[config.mk]
export PLATFORM = sky130hd
export DESIGN_NAME = adc_serial_port
export DESIGN_NICKNAME = d
export VERILOG_FILES = /design/src/rtl/adc_port_pkg.sv /design/src/rtl/cmd_receiver.sv /design/src/rtl/sar_sequencer.sv /design/src/rtl/adc_serial_port.sv
export SDC_FILE = /design/constraint.sdc
export NUM_CORES = 1
export LEC_CHECK = 0
export ABC_AREA = 1
export BUFFER_PORTS_ARGS = -buffer_cell sky130_fd_sc_hd__buf_2
export CORE_ASPECT_RATIO = 0.6
export CORE_MARGIN = 5
export CORE_UTILIZATION = 55
export CTS_CLUSTER_DIAMETER = 50
export DETAILED_ROUTE_END_ITERATION = 6
export HOLD_SLACK_MARGIN = 0.05
export PLACE_DENSITY = 0.78
export SLEW_MARGIN = 20
export SYNTH_ARGS = -nofsm -noshare
export SYNTH_HDL_FRONTEND = slang
export SYNTH_SLANG_ARGS = --single-unit
[constraint.sdc]
create_clock -name clk -period 2.1 [get_ports clk]
set_input_delay 0.42 -clock clk [delete_from_list [all_inputs] [get_ports clk]]
set_output_delay 0.42 -clock clk [all_outputs]
set_load 0.02 [all_outputs]
[src/rtl/adc_port_pkg.sv]
package adc_port_pkg;

    typedef enum logic [1:0] {
        PM_FULL_DOWN = 2'b00,
        PM_FAST_DOWN = 2'b01,
        PM_REDUCED   = 2'b10,
        PM_NORMAL    = 2'b11
    } pwr_mode_t;

    typedef enum logic {
        RX_IDLE,
        RX_SHIFT
    } rx_state_t;

    typedef enum logic [1:0] {
        CV_IDLE,
        CV_STROBE,
        CV_RUN
    } cv_state_t;

endpackage

[src/rtl/cmd_receiver.sv]
module cmd_receiver
    import adc_port_pkg::*;
#(
    parameter int CTRL_W = 8
) (
    input  logic              clk,
    input  logic              clr,
    input  logic              cs_n,
    input  logic              din,
    input  logic              start_ok,
    output logic              word_done,
    output logic [CTRL_W-1:0] word_val
);
    localparam int CW = $clog2(CTRL_W + 1);
    localparam logic [CW-1:0] LAST_HELD = CW'(CTRL_W - 1);

    rx_state_t         state, state_nx;
    logic [CTRL_W-2:0] held;
    logic [CW-1:0]     cnt;

    logic take_start;
    assign take_start = (state == RX_IDLE) && !cs_n && din && start_ok;
    assign word_done  = (state == RX_SHIFT) && (cnt == LAST_HELD);
    assign word_val   = {held, din};

    always_comb begin
        state_nx = state;
        unique case (state)
            RX_IDLE:  if (take_start) state_nx = RX_SHIFT;
            RX_SHIFT: if (word_done)  state_nx = RX_IDLE;
        endcase
    end

    always_ff @(posedge clk) begin
        if (clr) state <= RX_IDLE;
        else     state <= state_nx;
    end

    always_ff @(posedge clk) begin
        if (clr) begin
            held <= '0;
            cnt  <= '0;
        end else begin
            unique case (state)
                RX_IDLE: begin
                    if (take_start) begin
                        held <= {{(CTRL_W-2){1'b0}}, 1'b1};
                        cnt  <= CW'(1);
                    end
                end
                RX_SHIFT: begin
                    held <= {held[CTRL_W-3:0], din};
                    cnt  <= word_done ? '0 : cnt + 1'b1;
                end
            endcase
        end
    end
endmodule

[src/rtl/sar_sequencer.sv]
module sar_sequencer
    import adc_port_pkg::*;
#(
    parameter int NDEC     = 12,
    parameter int OPEN_IDX = 4
) (
    input  logic            clk,
    input  logic            clr,
    input  logic            go,
    input  logic            go_unipolar,
    input  logic [NDEC-1:0] sample,
    output logic            dout,
    output logic            strobe,
    output logic            start_ok
);
    localparam int PW = $clog2(NDEC);
    localparam logic [PW-1:0] TOP_IDX  = PW'(NDEC - 1);
    localparam logic [PW-1:0] OPEN_POS = PW'(OPEN_IDX);

    cv_state_t       state, state_nx;
    logic [NDEC-1:0] word;
    logic [PW-1:0]   pos;

    assign start_ok = (state == CV_IDLE) || ((state == CV_RUN) && (pos <= OPEN_POS));

    always_comb begin
        state_nx = state;
        unique case (state)
            CV_IDLE:   if (go) state_nx = CV_STROBE;
            CV_STROBE: state_nx = CV_RUN;
            CV_RUN:    if (pos == '0) state_nx = CV_IDLE;
            default:   state_nx = CV_IDLE;
        endcase
    end

    always_ff @(posedge clk) begin
        if (clr) state <= CV_IDLE;
        else     state <= state_nx;
    end

    always_ff @(posedge clk) begin
        if (clr) begin
            word   <= '0;
            pos    <= '0;
            dout   <= 1'b0;
            strobe <= 1'b0;
        end else begin
            unique case (state)
                CV_IDLE: begin
                    dout   <= 1'b0;
                    strobe <= go;
                    if (go)
                        word <= go_unipolar ? sample : {~sample[NDEC-1], sample[NDEC-2:0]};
                end
                CV_STROBE: begin
                    strobe <= 1'b0;
                    dout   <= word[NDEC-1];
                    pos    <= TOP_IDX;
                end
                CV_RUN: begin
                    if (pos == '0) begin
                        dout <= 1'b0;
                    end else begin
                        pos  <= pos - 1'b1;
                        dout <= word[pos - 1'b1];
                    end
                end
                default: begin
                    dout   <= 1'b0;
                    strobe <= 1'b0;
                end
            endcase
        end
    end
endmodule

[src/rtl/adc_serial_port.sv]
module adc_serial_port
    import adc_port_pkg::*;
#(
    parameter int DATA_W   = 10,
    parameter int SUB_W    = 2,
    parameter int CH_W     = 3,
    parameter int OPEN_IDX = 4
) (
    input  logic                    clk,
    input  logic                    rst,
    input  logic                    cs_n,
    input  logic                    din,
    input  logic                    shdn_n,
    input  logic [DATA_W+SUB_W-1:0] sample_in,
    output logic                    dout,
    output logic                    dout_oe,
    output logic                    strobe,
    output logic                    strobe_oe,
    output logic [CH_W-1:0]         chan_sel,
    output logic                    unipolar,
    output logic                    single_ended,
    output logic [1:0]              pwr_mode
);
    localparam int NDEC   = DATA_W + SUB_W;
    localparam int CTRL_W = CH_W + 5;
    localparam int CH_HI  = CTRL_W - 2;

    logic              clr;
    logic              rx_done;
    logic [CTRL_W-1:0] rx_word;
    logic              conv_open;

    assign clr = rst || !shdn_n;

    cmd_receiver #(.CTRL_W(CTRL_W)) u_rx (
        .clk       (clk),
        .clr       (clr),
        .cs_n      (cs_n),
        .din       (din),
        .start_ok  (conv_open),
        .word_done (rx_done),
        .word_val  (rx_word)
    );

    sar_sequencer #(.NDEC(NDEC), .OPEN_IDX(OPEN_IDX)) u_sar (
        .clk         (clk),
        .clr         (clr),
        .go          (rx_done),
        .go_unipolar (rx_word[3]),
        .sample      (sample_in),
        .dout        (dout),
        .strobe      (strobe),
        .start_ok    (conv_open)
    );

    always_ff @(posedge clk) begin
        if (clr) begin
            chan_sel     <= '0;
            unipolar     <= 1'b0;
            single_ended <= 1'b0;
            pwr_mode     <= PM_FULL_DOWN;
        end else if (rx_done) begin
            chan_sel     <= rx_word[CH_HI -: CH_W];
            unipolar     <= rx_word[3];
            single_ended <= rx_word[2];
            pwr_mode     <= rx_word[1:0];
        end
    end

    assign dout_oe   = !cs_n;
    assign strobe_oe = !cs_n;
endmodule

# --- Yosys cells after proc, flatten, opt, wreduce, memory -nomap -nowiden ---
# Index checks and enable logic that the tools add are counted.
totals:
  ff_bits: 38
  input_bits: 17
  output_inout_bits: 11
  wordCells: 59
op_classes:
  addsub: 2
  magnitude_cmp: 2
  n_eq_ne: 7
  mux: 19
  bitwise_logic: 2
  reduce_logical: 15
op_table:
  columns: ["op", "count"]
  rows:
  - ["$pmux W4 S2", 2]
  - ["$mux W12", 1]
  - ["$mux W4", 3]
  - ["$pmux W6 S2", 1]
  - ["$mux W6", 1]
  - ["$ne A2 B2 Y1 const B", 3]
  - ["$pmux W1 S2", 3]
  - ["$pmux W2 S3", 1]
  - ["$reduce_and A2 Y1", 3]
  - ["$logic_and A1 B1 Y1", 5]
  - ["$lt A4 B5 Y1 const B", 1]
  - ["$add A4 B1 Y4 const B", 1]
  - ["$bmux W1 S4", 1]
  - ["$eq A4 B3 Y1 const B", 1]
  - ["$le A4 B3 Y1 const B", 1]
  - ["$logic_not A4 Y1", 1]
  - ["$mux W1", 4]
  - ["$mux W2", 2]
  - ["$sub A4 B1 Y4 const B", 1]
  - ["$eq A2 B1 Y1 const B", 1]
  - ["$eq A2 B2 Y1 const B", 1]
  - ["$logic_not A1 Y1", 2]
  - ["$logic_not A2 Y1", 1]
  - ["$logic_or A1 B1 Y1", 2]
  - ["3 further kinds", 4]

# --- Longest topological paths before layout ---
logic_depth:
  depth_word: 6
  mapped_depth: 11
  mapped_depth_nobuf: 10

# --- By module ---
# Synthesis repeated with hierarchy kept, for this count alone.
hier_totals:
  cells_unflattened: 241
  area_unflattened_um2: 1809.2
by_module_without_submodules:
  columns: ["mod", "instances", "cells_per_inst", "area_each_um2", "seq_area_each_um2"]
  rows:
  - ["sar_sequencer", 1, 138, 1003.5, 400.4]
  - ["cmd_receiver", 1, 69, 544.3, 240.2]
  - ["adc_serial_port", 1, 34, 261.5, 140.1]

# --- Least setup slack after synthesis ---
# OpenSTA, ideal clock, no wires.
synth_path:
  path_type: "reg-to-reg"
  startpoint: "register u_sar.pos[0]"
  endpoint: "register u_rx.cnt[2]"
  setup_time_ps: 70
  arrival_time_ps: 1421
  path_slack_ps: 608
  path_stages_with_launch: 12
  path_buffers: 2
  period_less_slack_ps: 1492
  path_cell_list: "dfxtp_1 > inv_2 > buf_6 > ha_1 > inv_1 > nand2_1 > nand3_1 > nand2_1 > nand4_1 > buf_2 > nand3_1 > a21oi_1"
synth_via:
  elab_chain_cells: 5
synth_rtl:
  columns: ["item", "line", "text"]
  rows:
  - ["from (decl)", "sar_sequencer.sv:22", "logic [PW-1:0] pos;"]
  - ["from (signal assigned)", "sar_sequencer.sv:64", "pos <= pos - 1'b1;"]
  - ["$le A4 B3 Y1", "sar_sequencer.sv:24", "assign start_ok = (state == CV_IDLE) || ((state == CV_RUN) && (pos <= OPEN_POS));"]
  - ["$logic_and A1 B1 Y1", "sar_sequencer.sv:24", null]
  - ["$logic_or A1 B1 Y1", "sar_sequencer.sv:24", null]
  - ["$logic_and A1 B1 Y1", "cmd_receiver.sv:22", "assign take_start = (state == RX_IDLE) && !cs_n && din && start_ok;"]
  - ["$ne A2 B1 Y1 (no source line)", null, null]
  - ["to (signal assigned)", "cmd_receiver.sv:53", "cnt <= word_done ? '0 : cnt + 1'b1;"]
  - ["to (decl)", "cmd_receiver.sv:19", "logic [CW-1:0] cnt;"]
# Every way passes these cells.
# A chain may end at the register's enable or synchronous reset.

# --- Final worst setup path ---
layout_path:
  startpoint: "register u_sar.pos[0]"
  endpoint: "register u_rx.held[4]"
layout_via:
  elab_chain_cells: 5
layout_rtl:
  columns: ["item", "line", "text"]
  rows:
  - ["$le A4 B3 Y1", "sar_sequencer.sv:24", null]
  - ["$logic_and A1 B1 Y1", "sar_sequencer.sv:24", null]
  - ["$logic_or A1 B1 Y1", "sar_sequencer.sv:24", null]
  - ["$logic_and A1 B1 Y1", "cmd_receiver.sv:22", null]
  - ["$ne A2 B1 Y1 (no source line)", null, null]
  - ["to (signal assigned)", "cmd_receiver.sv:47", "held <= {{(CTRL_W-2){1'b0}}, 1'b1};"]
  - ["to (signal assigned)", "cmd_receiver.sv:52", "held <= {held[CTRL_W-3:0], din};"]
  - ["to (decl)", "cmd_receiver.sv:18", "logic [CTRL_W-2:0] held;"]
# Every way passes these cells.

==> metrics.txt <==
outcome=finished clean; Max Fclk=0.5574 GHz; Post-synth EDFFs=0; CTS tree=done; Routed WL=3579 µm; die boundary height=53.47 µm; CTS sink count=38; Slowest Stage Delay on Critical Path=370 ps; #FFs+latches synth=38; Area Growth Syn to Fin=16.55%; post-cts hold buffer count=0; Critical R2R Capture=u_rx.held[4]; fin area=2018 µm²; Net Switching=293.5 µW; setup slack at placement=316.4 ps; # DRC=0; Core ar.=2947 µm²; setup violators final=0; initial DRC count=149; CP endpoint=u_rx.held[4]; Area after DPL=1876 µm²; Clock Latency Late Sink=290 ps; clock skew=2.496 ps; switching share of power=0.1900; Multi-input gate area=803.3 µm²; GRT overflow=0; flop-to-flop setup slack=310 ps; first-pass GRT wire length=6423 µm; Placer Congestion=0.8723; # resized after CTS=0; maximum vdd drop=0.5092 mV; dpl hpwl=2714 µm; Syn. warnings=0; Final Non-Filler Cells=305; Power Density=765.3 nW/µm²; post-DR wirelength/cell=11.73 µm; die footprint=4408 µm²; clock power share=0.495; Final Hold Viols=0; post-CTS setup buffers=0; most instantiated cells after synthesis=nand2_1, dfxtp_1, a21oi_1; vias in the first global route=1,480; htree depth=2; Tightest Hold Check Type=in2reg; Main synth FF type=dfxtp_1; CTS root buffer=clkbuf_8; Boundary Pins=28; Critical Path Source Type=flop; vias per cell=4.997; worst-path cell chain=inv_2, ha_1, inv_1, nand2_1, nand3_1, nand2_1, nand4_1, nand3_1, a21oi_1; sequential share of the synthesized area=0.4393; first-pass iteration count of the detailed router=4; Mapped Nets=257; RSZ-0062 raised after global routing=false; count leader, synth=nand2_1; layout cells sized above 1=0.1787; initial antenna violation count=0; Final WS setup=305.9 ps; gr usage total=0.1966; Setup Crit Path Kind=reg2reg; Cell Area, Synth=1732 µm²; CP required=2250 ps; sequential share of power=0.469; Post-Place Cells=297; period utilization=0.8543; Int Power=1251 µW; final number of max-transition violations=0; setup TNS=0 ps; Worst-Margin Slew=605.2 ps; fin crit period=1794 ps; worst-path fanout max=11; via count=1,524; CP startpoint=u_sar.pos[0]; Max Root-Sink Buffers=2; pin count of the biggest net entering global routing=21; Reg-to-Reg Start=u_sar.pos[0]; Mapped Cells=235; static leakage=0.0008358 µW; Async S/R FF share, synth=0; fill cell count=264; syn avg cell area=7.369 µm²; Worst-path clk slew=70 ps; largest cells by area after synthesis=dfxtp_1, nand2_1, a21oi_1; Num CTS Buffers=5; max capacitance violation total=0; worst r2r path cells=9; nets@finish=284; diodes inserted=0; Gate power share=0.036; leading area contributor after synthesis=dfxtp_1; library cells used by synthesis=27; Register Area=760.7 µm²; Initial Util=0.5877; Crit-path slowest cell=dfxtp_1; CP arrival=1950 ps; die width=82.44 µm; crit end category=flop; # port buffers=27; share of Yosys cell area claimed by the top area cell type=0.4393; Antenna Nets Post-Route=0; Final Util=0.6849; Rel. slew slack=0.5961; FP Rows=15
-- cell usage in the layout (no fill, tap or decap) --
cell,synthesis,final
nand4_1,2,2
buf_2,2,27
o21ai_1,5,5
o21ai_2,1,1
nand3_4,1,1
clkbuf_8,0,6
or2_2,1,1
inv_2,1,1
xor2_1,1,1
inv_1,24,24
nor2_2,1,1
ha_1,5,5
clkinv_4,1,1
buf_4,2,2
o21ai_0,16,16
a21oi_2,1,1
xnor2_1,1,1
nor2_1,20,20
nand2_4,1,1
bufinv_16,0,2
dfxtp_1,38,38
nand2_1,55,55
nand3_1,22,22
inv_4,1,1
a21oi_1,27,27
nor2_8,1,1
-- registers in the layout, summed over array words and instances, names as in the netlist --
signal        cells
u_sar.state       2
u_rx.state        1
u_sar.dout        1
u_sar.strobe      1
single_ended      1
u_rx.cnt          4
u_rx.held         6
unipolar          1
pwr_mode          2
u_sar.pos         4
chan_sel          3
u_sar.word       12
-- worst max-delay path: cells and delay by family, from the launching register on --
| kind | cells | cell delay [ps] |
|---|---|---|
| adders and majority gates | 1 | 210 |
| AOI/OAI and AO/OA | 1 | 80 |
| and+or+nand+nor | 5 | 760 |
| buffers and inverters | 2 | 230 |
| DFF | 1 | 370 |
-- area by class of cell --
type	instances	area share
sequential	38	0.3769
clock buffer	6	0.04092
multi-input combinational	161	0.3980
tap	42	0.02604
clock inverter	2	0.02976
inverter	27	0.05394
timing repair buffer	29	0.07440
-- how the worst min path moves through the flow --
stage	depth (start not counted)	startpoint	to	slack, ps
finish	3	sample_in[3]	u_sar.word[3]	370
global route	3	sample_in[3]	u_sar.word[3]	360
CTS	3	sample_in[3]	u_sar.word[3]	360
detailed placement	2	u_sar.word[8]	u_sar.word[8]	450
global placement	2	chan_sel[0]	chan_sel[0]	450
floorplan	2	u_sar.word[10]	u_sar.word[10]	430
-- metal layers --
layer | track usage | up-vias | wire length (µm)
li1 | - | 810 | -
met1 | 0.2793 | 658 | 1918
met2 | 0.2713 | 49 | 1338
met3 | 0.06633 | 7 | 280
met4 | 0.06906 | 0 | 41
met5 | 0 | - | 0
-- logic make-up after synthesis --
logic type | after synthesis | synth area share
flip-flops | 38 | 0.4393
buffers and inverters | 36 | 0.09682
AO/OA/AOI/OAI | 50 | 0.1488
XOR/XNOR | 2 | 0.01012
AND/OR/NAND/NOR | 104 | 0.2688
adder cells (fa/ha/maj) | 5 | 0.03613
-- metrics by stage --
| step | hold slack (ps) | power (µW) |
|---|---|---|
| floorplan | 428.6 | 775.8 |
| global placement | 449.7 | 796.7 |
| detailed placement | 451.4 | 797.4 |
| CTS | 363.4 | 1549 |
| global route | 358.4 | 1590 |
| finish | 365.3 | 1544 |
-- power groups by stage --
stage / registers [µW] / logic, µW / clock network, µW
2_1_floorplan: 741 / 35.1 / 0
3_3_place_gp: 742 / 55.0 / 0
3_5_place_dp: 742 / 55.8 / 0
4_1_cts: 725 / 55.8 / 769
5_1_grt: 725 / 63.3 / 802
6_report: 725 / 55.7 / 764
Note: power is estimated with default switching activity, not from simulation.
